File: config.mk
export PLATFORM = sky130hd
export DESIGN_NAME = gpx_port
export DESIGN_NICKNAME = d
export VERILOG_FILES = /design/src/rtl/gpx_pkg.sv /design/src/rtl/gpx_sync.sv /design/src/rtl/gpx_irq_detect.sv /design/src/rtl/gpx_regs.sv /design/src/rtl/gpx_port.sv
export SDC_FILE = /design/constraint.sdc
export NUM_CORES = 1
export LEC_CHECK = 0
export ABC_AREA = 1
export BUFFER_PORTS_ARGS = -buffer_cell sky130_fd_sc_hd__buf_2
export CORE_MARGIN = 1
export CORE_UTILIZATION = 41
export CTS_BUF_LIST = sky130_fd_sc_hd__clkbuf_4 sky130_fd_sc_hd__clkbuf_8 sky130_fd_sc_hd__clkbuf_16
export DETAILED_ROUTE_END_ITERATION = 10
export SYNTH_ARGS = -nofsm -noshare
export SYNTH_HDL_FRONTEND = slang
export SYNTH_SLANG_ARGS = --single-unit
File: constraint.sdc
create_clock -name clk -period 3.4 [get_ports clk]
set_clock_uncertainty 0.05 [all_clocks]
set_input_delay 0.68 -clock clk [delete_from_list [all_inputs] [get_ports clk]]
set_output_delay 0.68 -clock clk [all_outputs]
set_load 0.02 [all_outputs]
File: src/rtl/gpx_pkg.sv
package gpx_pkg;

  typedef enum logic [2:0] {
    CFG_DIR   = 3'd0,
    CFG_SENSE = 3'd1,
    CFG_BOTH  = 3'd2,
    CFG_EVT   = 3'd3,
    CFG_EN    = 3'd4,
    CFG_RAW   = 3'd5,
    CFG_MSK   = 3'd6,
    CFG_CLR   = 3'd7
  } cfg_e;

  // next output value of one pin after a data-window write
  function automatic logic win_bit_next(logic old, logic d, logic m, logic is_out);
    return (m && is_out) ? d : old;
  endfunction

  // read value of one pin through the data window
  function automatic logic win_bit_read(logic outv, logic inv, logic m, logic is_out);
    return m && (is_out ? outv : inv);
  endfunction

  // edge event selection for one pin
  function automatic logic edge_bit(logic rise, logic fall, logic both, logic evt);
    if (both) return rise || fall;
    return evt ? rise : fall;
  endfunction

  // level event for one pin: active when level equals the event polarity
  function automatic logic level_bit(logic lvl, logic evt);
    return lvl == evt;
  endfunction

endpackage

File: src/rtl/gpx_sync.sv
module gpx_sync #(
  parameter int W      = 8,
  parameter int STAGES = 2
) (
  input  logic         clk,
  input  logic         rst_n,
  input  logic [W-1:0] d,
  output logic [W-1:0] q
);
  logic [W-1:0] stage_q [STAGES];

  generate
    for (genvar s = 0; s < STAGES; s++) begin : g_stage
      always_ff @(posedge clk or negedge rst_n) begin
        if (!rst_n) stage_q[s] <= '0;
        else if (s == 0) stage_q[s] <= d;
        else stage_q[s] <= stage_q[(s == 0) ? 0 : s-1];
      end
    end
  endgenerate

  assign q = stage_q[STAGES-1];
endmodule

File: src/rtl/gpx_irq_detect.sv
module gpx_irq_detect
  import gpx_pkg::*;
#(
  parameter int W = 8
) (
  input  logic         clk,
  input  logic         rst_n,
  input  logic [W-1:0] lvl,
  input  logic [W-1:0] sense,
  input  logic [W-1:0] both,
  input  logic [W-1:0] evt,
  input  logic [W-1:0] clr,
  output logic [W-1:0] hit,
  output logic [W-1:0] raw
);
  logic [W-1:0] prev_q;
  logic [W-1:0] latch_q;

  always_ff @(posedge clk or negedge rst_n) begin
    if (!rst_n) prev_q <= '0;
    else prev_q <= lvl;
  end

  generate
    for (genvar i = 0; i < W; i++) begin : g_pin
      logic rise, fall;
      assign rise   = lvl[i] & ~prev_q[i];
      assign fall   = ~lvl[i] & prev_q[i];
      assign hit[i] = edge_bit(rise, fall, both[i], evt[i]);

      // a new event wins over a clear in the same cycle
      always_ff @(posedge clk or negedge rst_n) begin
        if (!rst_n) latch_q[i] <= 1'b0;
        else latch_q[i] <= (latch_q[i] & ~clr[i]) | hit[i];
      end

      assign raw[i] = sense[i] ? level_bit(lvl[i], evt[i]) : latch_q[i];
    end
  endgenerate
endmodule

File: src/rtl/gpx_regs.sv
module gpx_regs
  import gpx_pkg::*;
#(
  parameter int W  = 8,
  parameter int AW = 12
) (
  input  logic          clk,
  input  logic          rst_n,
  input  logic          bus_sel,
  input  logic          bus_wr,
  input  logic [AW-1:0] bus_addr,
  input  logic [W-1:0]  bus_wdata,
  input  logic [W-1:0]  raw_stat,
  input  logic [W-1:0]  lvl,
  output logic [W-1:0]  bus_rdata,
  output logic [W-1:0]  dir_q,
  output logic [W-1:0]  sense_q,
  output logic [W-1:0]  both_q,
  output logic [W-1:0]  evt_q,
  output logic [W-1:0]  en_q,
  output logic [W-1:0]  out_q,
  output logic [W-1:0]  clr_pulse
);
  localparam int MLO = 2;
  localparam int MHI = MLO + W - 1;
  localparam int RW  = AW - MHI - 1;

  logic [RW-1:0] region;
  logic [W-1:0]  amask;
  logic          aligned, is_win, is_cfg, do_wr, do_rd;
  cfg_e          idx;
  logic [W-1:0]  win_rd;

  assign region  = bus_addr[AW-1:MHI+1];
  assign amask   = bus_addr[MHI:MLO];
  assign aligned = (bus_addr[1:0] == 2'b00);
  assign is_win  = aligned && (region == '0);
  assign is_cfg  = aligned && (region == RW'(1)) && (amask[W-1:3] == '0);
  assign idx     = cfg_e'(amask[2:0]);
  assign do_wr   = bus_sel && bus_wr;
  assign do_rd   = bus_sel && !bus_wr;

  assign clr_pulse = (do_wr && is_cfg && idx == CFG_CLR) ? bus_wdata : '0;

  always_ff @(posedge clk or negedge rst_n) begin
    if (!rst_n) begin
      dir_q   <= '0;
      sense_q <= '0;
      both_q  <= '0;
      evt_q   <= '0;
      en_q    <= '0;
    end else if (do_wr && is_cfg) begin
      case (idx)
        CFG_DIR:   dir_q   <= bus_wdata;
        CFG_SENSE: sense_q <= bus_wdata;
        CFG_BOTH:  both_q  <= bus_wdata;
        CFG_EVT:   evt_q   <= bus_wdata;
        CFG_EN:    en_q    <= bus_wdata;
        default:   ;
      endcase
    end
  end

  generate
    for (genvar i = 0; i < W; i++) begin : g_win
      always_ff @(posedge clk or negedge rst_n) begin
        if (!rst_n) out_q[i] <= 1'b0;
        else if (do_wr && is_win)
          out_q[i] <= win_bit_next(out_q[i], bus_wdata[i], amask[i], dir_q[i]);
      end
      assign win_rd[i] = win_bit_read(out_q[i], lvl[i], amask[i], dir_q[i]);
    end
  endgenerate

  always_comb begin
    bus_rdata = '0;
    if (do_rd && is_win) begin
      bus_rdata = win_rd;
    end else if (do_rd && is_cfg) begin
      case (idx)
        CFG_DIR:   bus_rdata = dir_q;
        CFG_SENSE: bus_rdata = sense_q;
        CFG_BOTH:  bus_rdata = both_q;
        CFG_EVT:   bus_rdata = evt_q;
        CFG_EN:    bus_rdata = en_q;
        CFG_RAW:   bus_rdata = raw_stat;
        CFG_MSK:   bus_rdata = raw_stat & en_q;
        default:   bus_rdata = '0;
      endcase
    end
  end
endmodule

File: src/rtl/gpx_port.sv
module gpx_port #(
  parameter int W  = 8,
  parameter int AW = 12
) (
  input  logic          clk,
  input  logic          rst_n,
  input  logic          bus_sel,
  input  logic          bus_wr,
  input  logic [AW-1:0] bus_addr,
  input  logic [W-1:0]  bus_wdata,
  output logic [W-1:0]  bus_rdata,
  input  logic [W-1:0]  pin_in,
  output logic [W-1:0]  pin_out,
  output logic [W-1:0]  pin_oe,
  output logic          irq_out
);
  logic [W-1:0] pin_lvl;
  logic [W-1:0] cfg_dir, cfg_sense, cfg_both, cfg_evt, cfg_en;
  logic [W-1:0] out_val, clr_pulse, edge_hit, raw_stat;

  gpx_sync #(.W(W), .STAGES(2)) u_sync (
    .clk(clk), .rst_n(rst_n), .d(pin_in), .q(pin_lvl)
  );

  gpx_irq_detect #(.W(W)) u_det (
    .clk(clk), .rst_n(rst_n), .lvl(pin_lvl), .sense(cfg_sense),
    .both(cfg_both), .evt(cfg_evt), .clr(clr_pulse),
    .hit(edge_hit), .raw(raw_stat)
  );

  gpx_regs #(.W(W), .AW(AW)) u_regs (
    .clk(clk), .rst_n(rst_n), .bus_sel(bus_sel), .bus_wr(bus_wr),
    .bus_addr(bus_addr), .bus_wdata(bus_wdata), .raw_stat(raw_stat),
    .lvl(pin_lvl), .bus_rdata(bus_rdata), .dir_q(cfg_dir),
    .sense_q(cfg_sense), .both_q(cfg_both), .evt_q(cfg_evt),
    .en_q(cfg_en), .out_q(out_val), .clr_pulse(clr_pulse)
  );

  assign pin_out = out_val;
  assign pin_oe  = cfg_dir;
  assign irq_out = |(raw_stat & cfg_en);
endmodule

==> results_tabular.tex <==
\begin{tabular}{lr}
\hline
Metric & Value \\
\hline
\multicolumn{2}{l}{\textbf{Status}} \\
\quad Status & complete, no violations \\
\multicolumn{2}{l}{\textbf{STA}} \\
\quad Worst-margin pin slew & approximately 0.7 ns \\
\quad Setup\_tns & 0 ns \\
\quad Period utilization & $\sim$89\% \\
\quad Final number of setup-violating endpoints & 0 \\
\quad FMAX & 0.332 GHz \\
\quad Number of pins exceeding their max-slew limit in the final report & 0 \\
\quad Tmin final & $\sim$3 ns \\
\quad Unrepaired setup endpoints after global routing & no \\
\quad Rel. slew slack & between 50\% and 60\% \\
\quad Hold Fails Final Rpt & 0 \\
\quad Setup ws final & 0.387 ns \\
\quad Fin Hold WS & $\sim$0.3 ns \\
\multicolumn{2}{l}{\textbf{Clocking}} \\
\quad Post-CTS setup buffers & 0 \\
\quad Clock tree from TritonCTS & yes \\
\quad Register clock-pin slew on the reported worst setup and hold paths & 0.07 ns \\
\quad Clock latency at the later pin of the worst-skew pair & about 0.37 ns \\
\quad CTS Root Cell & clkbuf\_8 \\
\quad H-tree level count & 3 \\
\quad Total clock buffers created by CTS & 9 \\
\quad Worst-case clock buffer depth & 2 \\
\quad \# hold bufs at CTS & 0 \\
\quad Number of sinks on the clock net & 80 \\
\quad Number of instances resized during post-cts repair & 0 \\
\multicolumn{2}{l}{\textbf{Route}} \\
\quad Final wirelength & between 10000 and 15000 um \\
\quad Routed via count divided by cell count & between 5 and 6 \\
\quad Remaining antenna violation count & 0 \\
\quad Routed length per instance & 15.6 um \\
\quad Routed via count & roughly 3800 \\
\quad Final routed DRC violation total & 0 \\
\quad Initial DRC count & 274 \\
\quad Pre-antenna DRT Iters & 5 \\
\multicolumn{2}{l}{\textbf{Yosys}} \\
\quad Largest cells by area after synthesis & dfrtp\_1 (46\%), nand2\_1 (14\%), nand3\_1 (6.0\%), ha\_1 (4.6\%), inv\_1 (4.0\%) \\
\quad Top cell type by total area after synthesis & dfrtp\_1 \\
\quad Share of async-settable or async-resettable flops after synthesis & between 90\% and 100\% \\
\quad Post-synth top flop & dfrtp\_1 \\
\quad Synthesized area & about 4400 um\^{}2 \\
\quad Mean cell area of the mapped netlist & between 8 and 9 um\^{}2 \\
\quad Synthesis-stage register bit count & 80 \\
\quad Sequential area share after synthesis & approximately 46\% \\
\quad Post-synthesis instance total & 540 \\
\quad Most used standard cells in the synthesized netlist & nand2\_1 (168), dfrtp\_1 (80), nand3\_1 (53) \\
\quad Warnings from Yosys & 0 \\
\quad Number of synthesized flops with an enable pin & 0 \\
\quad Post-synthesis net count & between 500 and 600 \\
\quad Top-count cell post-synth & nand2\_1 \\
\quad Share of Yosys cell area claimed by the top area cell type & between 40\% and 50\% \\
\quad Unique masters post-synth & 29 \\
\multicolumn{2}{l}{\textbf{Cells and area}} \\
\quad Total inserted antenna cells & 0 \\
\quad FF/Latch Area & $\sim$2000 um\^{}2 \\
\quad Area of combinational cells with multiple inputs & 2060 um\^{}2 \\
\quad Layout Nets & 646 \\
\quad Fraction of final layout cells with drive strength greater than 1 & between 20\% and 30\% \\
\quad Non-filler instance count after layout & between 700 and 800 \\
\quad Number of filler cells placed in the layout & roughly 1100 \\
\quad Area growth from synthesis to layout & 13.8\% \\
\quad Non-Filler Cell Area, Final & roughly 5000 um\^{}2 \\
\multicolumn{2}{l}{\textbf{Worst hold path}} \\
\quad Hold Crit Class & register to register \\
\multicolumn{2}{l}{\textbf{Setup path}} \\
\quad Category of the worst setup path launch point & primary input \\
\quad WP data arrival & 2.28 ns \\
\quad Start-to-end type of the worst setup path & primary input to output port \\
\quad Worst setup EP type & output port \\
\quad Crit-path max FO & 21 \\
\quad CP required & roughly 2.7 ns \\
\multicolumn{2}{l}{\textbf{Global route}} \\
\quad Global-route wire length before repair & between 15000 and 20000 um \\
\quad Vias in the first global route & between 3000 and 4000 \\
\quad Global routing usage summed across all routing layers & a little under a quarter \\
\quad Global route overflow & 0 \\
\quad Initial antenna violation count & 0 \\
\quad Maximum number of pins on one net before global-route repair & 55 \\
\multicolumn{2}{l}{\textbf{Floorplan}} \\
\quad Row count & 37 \\
\quad Floorplan Core Area & between 10000 and 15000 um\^{}2 \\
\quad Die height & 106 um \\
\quad Die width & roughly 110 um \\
\quad Die ar. & roughly 11000 um\^{}2 \\
\quad Ports placed on the boundary & 57 \\
\quad Initial standard-cell utilization of the core & 42.4\% \\
\multicolumn{2}{l}{\textbf{Power and ir drop}} \\
\quad Pwr/cell area & between 300 and 400 nW/um\^{}2 \\
\quad Max rail drop VDD & $\sim$0.29 mV \\
\quad Static leakage & approximately 2.5 nW \\
\multicolumn{2}{l}{\textbf{Placed design}} \\
\quad Post-detailed-placement cell area & $\sim$4800 um\^{}2 \\
\quad Number of placed cells counting well taps & 723 \\
\quad Worst slack, placed & between 0.4 and 0.5 ns \\
\quad HPWL after DPL & about 8000 um \\
\quad IO buf count & between 50 and 60 \\
\quad Routability cong. & between 0.8 and 0.9 \\
\multicolumn{2}{l}{\textbf{Run}} \\
\quad Max-Cap Viols & 0 \\
\hline
\end{tabular}
==> power breakdown <==
| part | switching, mW | total [mW] | internal (mW) | leakage, nW |
|---|---|---|---|---|
| logic | 0.105 | 0.146 | 0.0412 | 1.40 |
| clock network | 0.347 | 0.781 | 0.434 | 0.105 |
| registers | 0.0106 | 0.977 | 0.966 | 1.02 |
| total | 0.463 | 1.90 | 1.44 | 2.52 |
==> critical path: stages <==
cell and delay (ns):
buf_2 0.35, inv_1 0.27, nand3_1 0.34, inv_2 0.11, nand2_1 0.08, nand2_1 0.05, nor2_1 0.09, nand2_1 0.05
nand2_1 0.05, nand2_1 0.05, buf_2 0.16
==> per-stage QoR <==
| step | power (mW) | util (%) |
|---|---|---|
| finish | 1.90 | 48.2 |
| detailed placement | 1.14 | 46.2 |
| CTS | 1.93 | 48.2 |
| global placement | 1.14 | 46.2 |
| global route | 1.99 | 48.2 |
| floorplan | 1.07 | - |
==> metal layers <==
metal / wire length, um / track usage, %
met4: 219 / 9.33
met3: 699 / 5.57
met1: 5260 / 30.3
met5: 0 / 0
met2: 5350 / 34.8
==> path summary, 6_finish.rpt <==
kind / endpoint / depth (start not counted) / from / slack, ns
setup / recovery: bus_rdata[0] / 11 / bus_addr[4] / 0.39
min in group asynchronous: u_regs.sense_q[4]$_DFFE_PN0P_ / 1 / rst_n / 0.31
max in group asynchronous: u_regs.sense_q[5]$_DFFE_PN0P_ / 2 / rst_n / 2.31
setup reg to reg: u_det.latch_q[1]$_DFF_PN0_ / 5 / u_sync.q[1]$_DFF_PN0_ / 2.04
hold reg to reg: u_sync.q[0]$_DFF_PN0_ / 0 / u_sync.stage_q[8]$_DFF_PN0_ / 0.30
hold / removal: u_sync.q[0]$_DFF_PN0_ / 0 / u_sync.stage_q[8]$_DFF_PN0_ / 0.30
==> cell usage in the layout (no fill, tap or decap), drive strengths merged, types with 7 or more instances in the layout <==
cell      n
nand2   173
dfrtp    80
o21ai    66
buf      63
nand3    59
inv      55
nor2     25
nand4    24
ha       16
clkbuf   11
or2       7
==> cell families after synthesis <==
logic type,count (synthesis),synth area share (%)
buf+inv,76,7.63
xor+xnor,2,0.399
mux,2,0.513
fa+ha+maj,16,4.56
flops,80,45.6
simple gates,292,31.2
compound gates,72,10.1
==> area by class of cell <==
class,instances,share of cell area [%]
Tap cell,136,3.40
Inverter,60,4.50
Clock inverter,3,1.35
Clock buffer,11,2.90
Timing Repair Buffer,63,6.71
Sequential cell,80,40.0
Multi-Input combinational cell,384,41.1
==> registers in the layout, summed over array words and instances, names as in the netlist <==
register / cells
u_regs.sense_q: 8
u_sync.q: 8
u_regs.en_q: 8
u_regs.both_q: 8
u_det.prev_q: 8
u_det.latch_q: 8
u_regs.dir_q: 8
u_sync.stage_q: 8
u_regs.evt_q: 8
u_regs.out_q: 8
Power figures use the tool's default switching activity.
